## config.mk

```make
export PLATFORM = sky130hd
export DESIGN_NAME = eeprom_prot_ctrl
export DESIGN_NICKNAME = d
export VERILOG_FILES = /design/src/rtl/eepc_pkg.sv /design/src/rtl/prot_window.sv /design/src/rtl/cycle_timer.sv /design/src/rtl/eeprom_prot_ctrl.sv
export SDC_FILE = /design/constraint.sdc
export NUM_CORES = 1
export LEC_CHECK = 0
export ABC_AREA = 1
export BUFFER_PORTS_ARGS = -buffer_cell sky130_fd_sc_hd__buf_2
export CORE_MARGIN = 2
export CORE_UTILIZATION = 53
export CTS_CLUSTER_DIAMETER = 80
export DETAILED_ROUTE_END_ITERATION = 6
export PLACE_DENSITY = 0.79
export SYNTH_ARGS = -nofsm -noshare
export SYNTH_HDL_FRONTEND = slang
export SYNTH_HIERARCHICAL = 1
export SYNTH_SLANG_ARGS = --single-unit
```

## constraint.sdc

```tcl
create_clock -name clk -period 1.9 [get_ports clk]
set_input_delay 0.19 -clock clk [delete_from_list [all_inputs] [get_ports clk]]
set_output_delay 0.19 -clock clk [all_outputs]
set_load 0.05 [all_outputs]
```

## src/rtl/eepc_pkg.sv

```systemverilog
package eepc_pkg;
  typedef enum logic [1:0] {
    PROT_NONE    = 2'b00,
    PROT_QUARTER = 2'b01,
    PROT_HALF    = 2'b10,
    PROT_ALL     = 2'b11
  } prot_lvl_e;

  localparam int unsigned SR_ARM_BIT  = 7;
  localparam int unsigned SR_LVL_HI   = 3;
  localparam int unsigned SR_LVL_LO   = 2;
  localparam logic [7:0]  SR_BUSY_VAL = 8'hFF;
endpackage

```

## src/rtl/prot_window.sv

```systemverilog
module prot_window
  import eepc_pkg::*;
#(
  parameter int unsigned ADDR_W = 11
) (
  input  prot_lvl_e           lvl,
  input  logic [ADDR_W-1:0]   addr,
  output logic                hit
);
  localparam int unsigned TOP = ADDR_W - 1;

  logic [1:0] top2;
  assign top2 = addr[TOP -: 2];

  always_comb begin
    unique case (lvl)
      PROT_NONE:    hit = 1'b0;
      PROT_QUARTER: hit = (top2 == 2'b11);
      PROT_HALF:    hit = top2[1];
      default:      hit = 1'b1;
    endcase
  end

  initial begin
    assert (ADDR_W >= 2) else $error("ADDR_W must be at least 2");
  end
endmodule

```

## src/rtl/cycle_timer.sv

```systemverilog
module cycle_timer #(
  parameter int unsigned CYCLES = 40000
) (
  input  logic clk,
  input  logic rst,
  input  logic start,
  output logic busy,
  output logic done
);
  localparam int unsigned CW = (CYCLES > 1) ? $clog2(CYCLES + 1) : 1;
  localparam logic [CW-1:0] LOAD = CW'(CYCLES - 1);

  logic [CW-1:0] cnt;

  assign done = busy && (cnt == '0);

  always_ff @(posedge clk) begin
    if (rst) begin
      busy <= 1'b0;
      cnt  <= '0;
    end else if (start && !busy) begin
      busy <= 1'b1;
      cnt  <= LOAD;
    end else if (busy) begin
      if (cnt == '0) busy <= 1'b0;
      else           cnt  <= cnt - 1'b1;
    end
  end

  // a running cycle is never cut short
  p_hold_busy_r9: assert property (@(posedge clk) disable iff (rst)
    (busy && !done) |=> busy);

  // a counted cycle ends when the count runs out
  p_end_on_done_r10: assert property (@(posedge clk) disable iff (rst)
    done |=> !busy);
endmodule

```

## src/rtl/eeprom_prot_ctrl.sv

```systemverilog
module eeprom_prot_ctrl
  import eepc_pkg::*;
#(
  parameter int unsigned ADDR_W    = 11,
  parameter int unsigned WR_CYCLES = 40000
) (
  input  logic              clk,
  input  logic              rst,
  input  logic              wp_n,
  input  logic              set_wel,
  input  logic              clr_wel,
  input  logic              sr_wr,
  input  logic [7:0]        sr_wdata,
  input  logic              arr_wr,
  input  logic [ADDR_W-1:0] arr_addr,
  output logic [7:0]        status_q,
  output logic              busy,
  output logic              arr_grant,
  output logic              sr_grant
);
  logic      wel_q;
  logic      arm_q;
  prot_lvl_e lvl_q;
  logic      blk_hit;
  logic      cyc_done;
  logic      hw_lock;
  logic      take_sr;
  logic      take_arr;
  logic      start;
  logic      idle;

  prot_window #(.ADDR_W(ADDR_W)) u_win (
    .lvl  (lvl_q),
    .addr (arr_addr),
    .hit  (blk_hit)
  );

  cycle_timer #(.CYCLES(WR_CYCLES)) u_tmr (
    .clk   (clk),
    .rst   (rst),
    .start (start),
    .busy  (busy),
    .done  (cyc_done)
  );

  assign idle     = !busy;
  assign hw_lock  = arm_q && !wp_n;
  assign take_sr  = idle && sr_wr && wel_q && !hw_lock;
  assign take_arr = idle && arr_wr && !sr_wr && wel_q && !blk_hit;
  assign start    = take_sr || take_arr;

  always_ff @(posedge clk) begin
    if (rst) begin
      wel_q     <= 1'b0;
      arm_q     <= 1'b0;
      lvl_q     <= PROT_NONE;
      arr_grant <= 1'b0;
      sr_grant  <= 1'b0;
      status_q  <= 8'h00;
    end else begin
      arr_grant <= take_arr;
      sr_grant  <= take_sr;
      if (cyc_done) begin
        wel_q <= 1'b0;
      end else if (idle) begin
        if (sr_wr || arr_wr) begin
          if (!start) wel_q <= 1'b0;
        end else if (clr_wel) begin
          wel_q <= 1'b0;
        end else if (set_wel) begin
          wel_q <= 1'b1;
        end
      end
      if (take_sr) begin
        arm_q <= sr_wdata[SR_ARM_BIT];
        lvl_q <= prot_lvl_e'(sr_wdata[SR_LVL_HI:SR_LVL_LO]);
      end
      status_q <= busy ? SR_BUSY_VAL : {arm_q, 3'b000, lvl_q, wel_q, 1'b0};
    end
  end

  p_reset_state_r1: assert property (@(posedge clk) disable iff (rst)
    $past(rst) |-> (status_q == 8'h00 && !busy && !arr_grant && !sr_grant));

  p_idle_bits_r2: assert property (@(posedge clk) disable iff (rst)
    !$past(busy) |-> (status_q[6:4] == 3'b000 && !status_q[0]));

  p_busy_ones_r3: assert property (@(posedge clk) disable iff (rst)
    $past(busy) |-> (status_q == 8'hFF));

  p_wel_set_r4: assert property (@(posedge clk) disable iff (rst)
    (idle && set_wel && !clr_wel && !sr_wr && !arr_wr) |=> wel_q);

  p_wel_clr_r5: assert property (@(posedge clk) disable iff (rst)
    (idle && clr_wel && !sr_wr && !arr_wr) |=> !wel_q);

  p_block_region_r6: assert property (@(posedge clk) disable iff (rst)
    arr_grant |-> !$past(blk_hit));

  p_hw_lock_r7: assert property (@(posedge clk) disable iff (rst)
    (sr_wr && arm_q && !wp_n) |=> !sr_grant);

  p_need_wel_r8: assert property (@(posedge clk) disable iff (rst)
    !wel_q |=> (!arr_grant && !sr_grant));

  p_grant_busy_r10: assert property (@(posedge clk) disable iff (rst)
    (arr_grant || sr_grant) |-> busy);

  p_end_clears_r10: assert property (@(posedge clk) disable iff (rst)
    $fell(busy) |-> !wel_q);

  p_deny_clears_r11: assert property (@(posedge clk) disable iff (rst)
    (idle && (sr_wr || arr_wr) && !start) |=> (!wel_q && !busy));

  p_ignore_busy_r12: assert property (@(posedge clk) disable iff (rst)
    busy |=> ($stable(arm_q) && $stable(lvl_q) && !arr_grant && !sr_grant));

  p_sr_load_r13: assert property (@(posedge clk) disable iff (rst)
    sr_grant |-> (arm_q == $past(sr_wdata[7]) && lvl_q == $past(sr_wdata[3:2])));
endmodule

```

* Yosys cells after proc, flatten, opt, wreduce, memory -nomap -nowiden
Cells that the tools add are included.
** Operators by class
- Add/subtract/negate cells :: 1
- Equal/unequal tests :: 5
- Multiplexer cells :: 12
- Bitwise operators :: 2
- Reductions and logical operators :: 26
** Operators by type and width (number)
- 2-to-1 mux 16 bit :: 3
- logical NOT 16 bit :: 1
- subtractor 16 x 1 -> 16 bit (second input constant) :: 1
- logical AND 1 bit :: 10
- 2-to-1 mux 8 bit :: 1
- 2-to-1 mux 1 bit :: 7
- logical NOT 1 bit :: 5
- equality test 2 bit (second input constant) :: 2
- != test 2 bit (second input constant) :: 2
- AND reduction 2 bit :: 2
- OR reduction 2 bit :: 2
- case mux 1 bit (3 select lines) :: 1
- AND reduction 3 bit :: 1
- nonzero test 3 bit :: 1
- equality test 2 x 1 -> 1 bit (second input constant) :: 1
- logical NOT 2 bit :: 1
- logical OR 1 bit :: 2
- inverter 1 bit :: 2
- nonzero test 2 bit :: 1
** Storage, ports and cells
- Flip-flop bits (word level) :: 31
- Output and inout bits :: 11

* Depth between registers and ports, before layout
Gate-level depths: netlist of the first run.
- Word-level depth :: 9
- Mapped depth :: 11
- Mapped depth without buffers :: 10

* By module
The synthesis of the first run kept the hierarchy.
** By module, submodules not included
- cycle_timer :: times used 1, cells an instance 169, area an instance 1082.3 µm²
- eeprom_prot_ctrl :: times used 1, cells an instance 51, area an instance 446.7 µm²
- prot_window :: times used 1, cells an instance 3, area an instance 13.8 µm²

* Least setup slack after synthesis of the first run
No wires, ideal clock.
- Path kind :: register -> register
- Start :: register u_tmr.busy
- End :: register u_tmr.cnt[4]
- Library setup time :: 64 ps
- Arrival :: 1550 ps
- Data required time :: 1836 ps
- Slack :: 286 ps
- Cell stages (with the launch flop) :: 10
- Path buffers :: 1
- Cells stage by stage :: dfxtp_1 nor2_4 nand3_4 nand2_1 nand2_1 buf_4 nand2_2 nor2_1 nor2_1 nor2_1
** Between the ends
- Word-level cells in the longest chain between the ends :: 9
** Ends and longest elaborated chain
- start, declared :: line cycle_timer.sv:7 : output logic busy,
- start signal, assigned :: line cycle_timer.sv:19 : busy <= 1'b0;
- start signal, assigned :: line cycle_timer.sv:22 : busy <= 1'b1;
- start signal, assigned :: line cycle_timer.sv:25 : if (cnt == '0) busy <= 1'b0;
- logical NOT 1 bit * :: line eeprom_prot_ctrl.sv:46 : assign idle = !busy;
- logical AND 1 bit (4 in a row) :: line eeprom_prot_ctrl.sv:49 : assign take_arr = idle && arr_wr && !sr_wr && wel_q && !blk_hit;
- logical OR 1 bit * :: line eeprom_prot_ctrl.sv:50 : assign start = take_sr || take_arr;
- via start :: line eeprom_prot_ctrl.sv:29 : logic start;
- logical AND 1 bit * :: line cycle_timer.sv:21 : end else if (start && !busy) begin
- != test 2 bit (no source line) / nonzero test 2 bit (equally long branches)
- AND reduction 2 bit (no source line)
- end signal, assigned :: line cycle_timer.sv:26 : else cnt <= cnt - 1'b1;
- end, declared :: line cycle_timer.sv:13 : logic [CW-1:0] cnt;
Mark *: on every way through the listed nets, which the timed path passes. The rest lies on a longest branch.
A chain may end at the register's enable or synchronous reset.

* Worst setup path in the final report of the first run
- Start :: register u_tmr.cnt[0]
- End :: register u_tmr.cnt[3]
** Between the ends
- Word-level cells in the longest chain between the ends :: 4
** Ends and longest elaborated chain
- subtractor 16 x 1 -> 16 bit :: line cycle_timer.sv:26
- 2-to-1 mux 16 bit :: line cycle_timer.sv:25
- 2-to-1 mux 16 bit :: line cycle_timer.sv:24 : end else if (busy) begin
- 2-to-1 mux 16 bit :: line cycle_timer.sv:21
Parallel ways exist; a longest one is shown, timed or not. The select of a mux whose other input is x is not followed.

==> run_results.csv, run 1 <==
group,metric,value,unit
die,fp-row-count,19,
grt,grt_max_degree,17,
clocking,cts_buffers,3,
routing,wire_per_inst,10.85,um
clocking,clockRootBuffer,"clkbuf_4",
clocking,clk_pin_slew,0.16,ns
sta,finalSetupTns,0,ns
routing,drt_first_pass_iters,4,
clocking,cts_buffer_depth,2,
die,die-width,57.95,um
sta,timing.fmax,612.3,MHz
clocking,holdBufCountCts,0,
die,start_util,55.94,%
layout,drive_above_1_share,20.49,%
routing,drcViolationCount,0,
logic_synthesis,synth-seq-area-share,36.33,%
clocking,cts_resized,0,
pwr,p_leak,0.8827,nW
sta,finalClockSkew,0.005631,ns
logic_synthesis,synth-xor-area-share,2.271,%
routing,met1_length,1481,um
sta,worst_slew_pin_slew,0.4001,ns
logic_synthesis,synth_top_family_by_area,"simple AND/OR/NAND/NOR gates",
die,die_h,57.95,um
logic_synthesis,syn_area,0.001543,mm^2
logic_synthesis,synthCells,223,
layout,n_antenna_cell,0,
layout,final_core_utilization,61.84,%
routing,wl_met2,1327,um
critical_path,cp.required,2.18,ns
logic_synthesis,yosysTopAreaCell,"dfxtp_1",
grt,grt.total_usage,18.98,%
logic_synthesis,synth.area.top_cells,"dfxtp_1, nand2_1, inv_1",
clocking,insertion_delay,0.33,ns
sta,slew_viol_final,0,
layout,syn2layout_area_growth,10.54,%
logic_synthesis,synthMuxAreaShare,0,%
routing,vias_per_cell,5.116,
routing,ant_nets,0,
logic_synthesis,yosys_register_bits,28,
routing,via_count,1407,
clocking,post_cts_buffers,0,
logic_synthesis,ys.warnings.count,6,
status,status,"complete, no violations",
critical_path,rrSetupSlack,0.27,ns
grt,grt_pass1_wl,5064,um
logic_synthesis,synth_compound_area_share,9.813,%
pwr,cellPowerDensity,819.0,mW/mm^2
critical_path,crit_end,"u_tmr/cnt[3]",
critical_path,worst-setup-path-type,"register to register",
critical_path,cp-startpoint,"u_tmr/cnt[0]",
die,ios,37,
clocking,htreeDepth,1,
routing,drt_iter0_markers,44,
grt,antenna_found_initial,0,
routing,top_layer,"met4",
critical_path,cp-end-kind,"register",
job,drv_cap,0,
logic_synthesis,yosysTopAreaCellShare,36.33,%
critical_path,r2r_end,"u_tmr/cnt[3]",
layout,regArea,560.5,um^2
sta,fin_crit_sh,85.95,%
grt,grt_pass1_vias,1198,
pwr,vdd_ir_drop_max,0.0005440,V
place,place_congestion,0.9242,
critical_path,worst-path-max-fanout,13,
hold_path,hp-class,"primary input to register",
layout,fillers,249,
critical_path,start_kind,"register",
die,dieArea,0.003358,mm^2
layout,multi_input_area,797.0,um^2
clocking,cts_tree,"done",
critical_path,cp.arrival,1.91,ns
critical_path,reg2reg_depth,10,
place,port_buffers,22,
layout,layout.nets,272,
routing,wl,2984,um
logic_synthesis,avgSynthCellArea,6.918,um^2
sta,period_needed,1.633,ns
logic_synthesis,synth_adder_area_share,0.8110,%
routing,met3WireLength,142,um
die,core,0.002758,mm^2
logic_synthesis,ys_types,32,
place,dp_hpwl,2283,um
critical_path,r2r_start,"u_tmr/cnt[0]",
sta,rsz0062_at_grt,"no",
logic_synthesis,synthesis.nets,250,
sta,hold_viol_final,0,
clocking,cts.sinks,28,
logic_synthesis,synth_simple_gate_area_share,38.77,%
sta,finalHoldWorstSlack,0.08750,ns
grt,grt_overflow,0,
sta,maxSlewHeadroom,73.26,%
sta,setup_viol,0,
## sequential cells by signal, indices dropped and copies added (netlist names)
name        count
u_tmr/busy      1
u_tmr/cnt      16
arr_grant       1
sr_grant        1
wel_q           1
arm_q           1
status_q        5
lvl_q           2
## final cells by class
class                      count  area share, %
multi-input combinational    152          46.73
tap                           31          2.274
inverter                      37          8.144
sequential                    28          32.87
timing repair buffer          23          6.897
clock buffer                   3          1.321
clock inverter                 1          1.761
## where the power goes
part / leakage (nW) / internal, mW / total [mW] / switching (mW)
Combinational: 0.628 / 0.125 / 0.374 / 0.249
Sequential: 0.227 / 0.609 / 0.628 / 0.0190
Clock: 0.0279 / 0.213 / 0.394 / 0.181
Total: 0.883 / 0.948 / 1.40 / 0.449
## routing by layer
metal  GRT usage [%]  vias to the layer above
met1           26.26                      622
met5               0                        -
met4           6.312                        0
met3           2.902                        5
met2           30.36                       36
li1                -                      744
## cells in the final DEF (no fill, tap or decap)
cell type   n
nand3b_1    2
nor2_4      3
or2_2       1
dfxtp_1    28
bufinv_16   1
o21ai_0     5
nand3_1    13
nor3_1      1
nand2_4     3
nand3b_2    1
a31oi_1     1
inv_1      33
nor4_1      1
ha_1        1
o21ai_1     6
inv_2       3
nor2_1     32
nand4_1     6
xor2_1      2
o21bai_1    1
nor2_2      4
buf_2      22
a21oi_2     2
buf_4       1
nand2_2     1
and2_1      1
nand3_4     1
a21oi_1    13
xnor2_1     2
nand3_2     4
clkinv_1    1
nand2_1    45
clkbuf_4    3
## cell families (layout without fill, tap and decap cells)
| kind of cell | Yosys count | count (layout) |
|---|---|---|
| fa+ha+maj | 1 | 1 |
| compound gates | 28 | 28 |
| buf+inv | 43 | 64 |
| xor+xnor | 4 | 4 |
| flops | 28 | 28 |
| simple gates | 119 | 119 |
## Yosys cell counts, drive strengths merged
cell type	instances
and2	1
a31oi	1
dfxtp	28
nor2	39
nand3	18
nand2	49
nand4	6
inv	36
xnor2	2
a21oi	15
or2	1
xor2	2
nor4	1
o21bai	1
o21ai	11
buf	6
nand3b	3
nor3	1
clkinv	1
ha	1
## through the flow
stage	total power, mW	setup WS [ns]	area [um^2]	cells
floorplan	0.9555	0.2864	1543	223
CTS	1.404	0.2799	1705	275
finish	1.397	0.2669	1705	275
global placement	1.002	0.3330	1653	271
global route	1.471	0.1120	1705	275
detailed placement	1.009	0.3218	1653	271
## how the worst min path moves through the flow
stage / from / end / slack (ns) / cells past startpoint
after floorplan: rst / status_q[1] / 0.26 / 1
after global placement: sr_wdata[2] / lvl_q[0] / 0.43 / 3
after detailed placement: sr_wdata[2] / lvl_q[0] / 0.44 / 3
after CTS: sr_wdata[2] / lvl_q[0] / 0.08 / 3
after global routing: sr_wdata[2] / lvl_q[0] / 0.09 / 3
final: sr_wdata[2] / lvl_q[0] / 0.09 / 3
## worst max-delay path, cell delays in order, from the launching register on
cell     delay, ns
dfxtp_1       0.34
inv_1         0.08
ha_1          0.28
nand2_4       0.09
nor2_4        0.15
nand2_4       0.14
nand2_4       0.17
nand2_2       0.08
nor2_1        0.11
nor2_1        0.05
nor2_1        0.07
(Power assumes the default switching activity.)
==> inputs of run 2 (changes only) <==
--- a/config.mk
+++ b/config.mk
@@ -10,6 +10,5 @@
 export CORE_MARGIN = 2
-export CORE_UTILIZATION = 53
+export CORE_UTILIZATION = 40
 export CTS_CLUSTER_DIAMETER = 80
 export DETAILED_ROUTE_END_ITERATION = 6
-export PLACE_DENSITY = 0.79
 export SYNTH_ARGS = -nofsm -noshare
==> constraint.sdc (replaced) <==
create_clock -name clk -period 1.9 [get_ports clk]
set_input_delay 0.095 -clock clk [delete_from_list [all_inputs] [get_ports clk]]
set_output_delay 0.095 -clock clk [all_outputs]
set_load 0.05 [all_outputs]
==> run_results.csv, run 2 (synthesized netlist as in run 1, its figures left out) <==
group,metric,value,unit
die,start_util,41.82,%
pwr,seq_power_share,42.8,%
layout,largest_reg_flops,16,
die,fp-row-count,22,
place,dp_hpwl,2377,um
status,status,"complete, no violations",
clocking,post_cts_buffers,0,
critical_path,path_common_cell,"nand2_4",
layout,reg_top3,"u_tmr/cnt: 16 flops, status_q: 5 flops, lvl_q: 2 flops",
pwr,switching_power,0.4471,mW
sta,finalHoldWorstSlack,0.05892,ns
critical_path,crit_family,"simple AND/OR/NAND/NOR gates",
sta,period_needed,1.610,ns
layout,layout_commonest_cell,"nand2_1",
clocking,cts_resized,0,
job,drv_cap,0,
sta,slew_viol_final,0,
routing,met1_length,1526,um
layout,largest-register,"u_tmr/cnt",
clocking,holdBufCountCts,0,
sta,worst_slew_pin_slew,0.2594,ns
routing,drt_iter0_markers,47,
grt,grt_max_degree,17,
routing,wl,3103,um
clocking,cts_buffer_depth,2,
critical_path,critical_path.max_stage_delay,0.32,ns
clocking,cts_buffers,3,
critical_path,cp.arrival,1.82,ns
pwr,pwr-share-clk,32.0,%
layout,drive_above_1_share,20.82,%
critical_path,slowest_stage,"dfxtp_1",
routing,ant_nets,0,
clocking,insertion_delay,0.27,ns
die,die_h,66.11,um
place,pre_cts_ws,0.2937,ns
critical_path,start_kind,"register",
pwr,internal_power,1.017,mW
sta,rsz0062_at_grt,"no",
critical_path,cp-end-kind,"register",
critical_path,worst-path-max-fanout,13,
layout,n_antenna_cell,0,
layout,multi_input_area,797.0,um^2
layout,mostFrequentLayoutCells,"nand2_1, inv_1, nor2_1, dfxtp_1, buf_2",
pwr,p_leak,0.8947,nW
layout,regArea,560.5,um^2
pwr,cellPowerDensity,834.9,mW/mm^2
sta,hold_viol_final,0,
routing,top_layer,"met4",
sta,setup_viol,0,
die,core,0.003689,mm^2
layout,fillers,397,
routing,via_count,1396,
sta,timing.fmax,621.0,MHz
sta,finalSetupTns,0,ns
clocking,cts_tree,"done",
critical_path,path_cells,"inv_1, ha_1, nand2_4, nor2_4, nand2_4, nand2_4, inv_2, nand2_1, nand2_1, a21oi_1",
clocking,cts.sinks,28,
place,port_buffers,22,
die,die-width,66.11,um
grt,grt_pass1_vias,1242,
clocking,htreeDepth,1,
critical_path,cp.required,2.11,ns
grt,antenna_found_initial,0,
clocking,clockRootBuffer,"clkbuf_8",
critical_path,worst-path-buf-inv,2,
layout,layout.nets,273,
die,ios,37,
grt,grt_overflow,0,
sta,finalClockSkew,0.002048,ns
pwr,vdd_ir_drop_max,0.0005347,V
routing,wire_per_inst,10.59,um
hold_path,hp-class,"primary input to register",
layout,syn2layout_area_growth,13.63,%
place,place_congestion,0.8155,
pwr,totalPowerFinal,1.464,mW
sta,maxSlewHeadroom,82.71,%
grt,grt_pass1_wl,5382,um
layout,final_core_utilization,47.52,%
routing,drt_first_pass_iters,4,
routing,wl_met2,1427,um
sta,fin_crit_sh,84.75,%
grt,grt.total_usage,15.92,%
critical_path,worst-setup-path-type,"register to register",
pwr,combPwrFrac,25.2,%
routing,drcViolationCount,0,
sta,finalWorstSetupSlack,0.2897,ns
die,dieArea,0.004370,mm^2
routing,met3WireLength,116,um
pwr,swShare,30.55,%
routing,vias_per_cell,4.765,
clocking,clk_pin_slew,0.10,ns
[run 2: changes by cell type in the layout (fill, tap and decap cells not counted), sizes merged]
cell	delta
buf	+1
[run 2: metrics by stage]
step	instances	instance area (um^2)
after floorplan	223	1543
after global placement	289	1682
after detailed placement	289	1682
after CTS	293	1753
after global routing	293	1753
final	293	1753
[run 2: worst paths after layout]
check	cells after the start	slack, ns	end	from
hold reg to reg	2	0.48	wel_q	wel_q
setup / recovery	10	0.29	u_tmr/cnt[1]	u_tmr/cnt[0]
setup reg to reg	10	0.29	u_tmr/cnt[1]	u_tmr/cnt[0]
hold / removal	3	0.06	lvl_q[0]	sr_wdata[2]
[run 2: final cells by class]
| cell class | count | area share, % |
|---|---|---|
| Multi-Input combinational cell | 152 | 45.47 |
| Tap cell | 48 | 3.426 |
| Timing Repair Buffer | 24 | 7.138 |
| Clock inverter | 1 | 1.713 |
| Inverter | 37 | 7.923 |
| Clock buffer | 3 | 2.355 |
| Sequential cell | 28 | 31.98 |
[run 2: power by group through the flow]
stage	combinational (mW)	sequential [mW]	clock, mW
floorplan	0.304	0.651	0
global placement	0.371	0.640	0
detailed placement	0.372	0.641	0
CTS	0.373	0.627	0.485
global route	0.416	0.630	0.505
finish	0.369	0.627	0.468
[run 2: worst reg2reg max path, stage by stage (launching register included)]
cell and delay (ns):
dfxtp_1 0.32, inv_1 0.08, ha_1 0.29, nand2_4 0.09, nor2_4 0.15, nand2_4 0.14, nand2_4 0.17, inv_2 0.10
nand2_1 0.07, nand2_1 0.04, a21oi_1 0.10
[run 2: metal layers]
metal	track usage, %	vias to the layer above
met1	20.95	631
li1	-	744
met5	0	-
met4	4.592	0
met2	26.00	19
met3	3.578	2
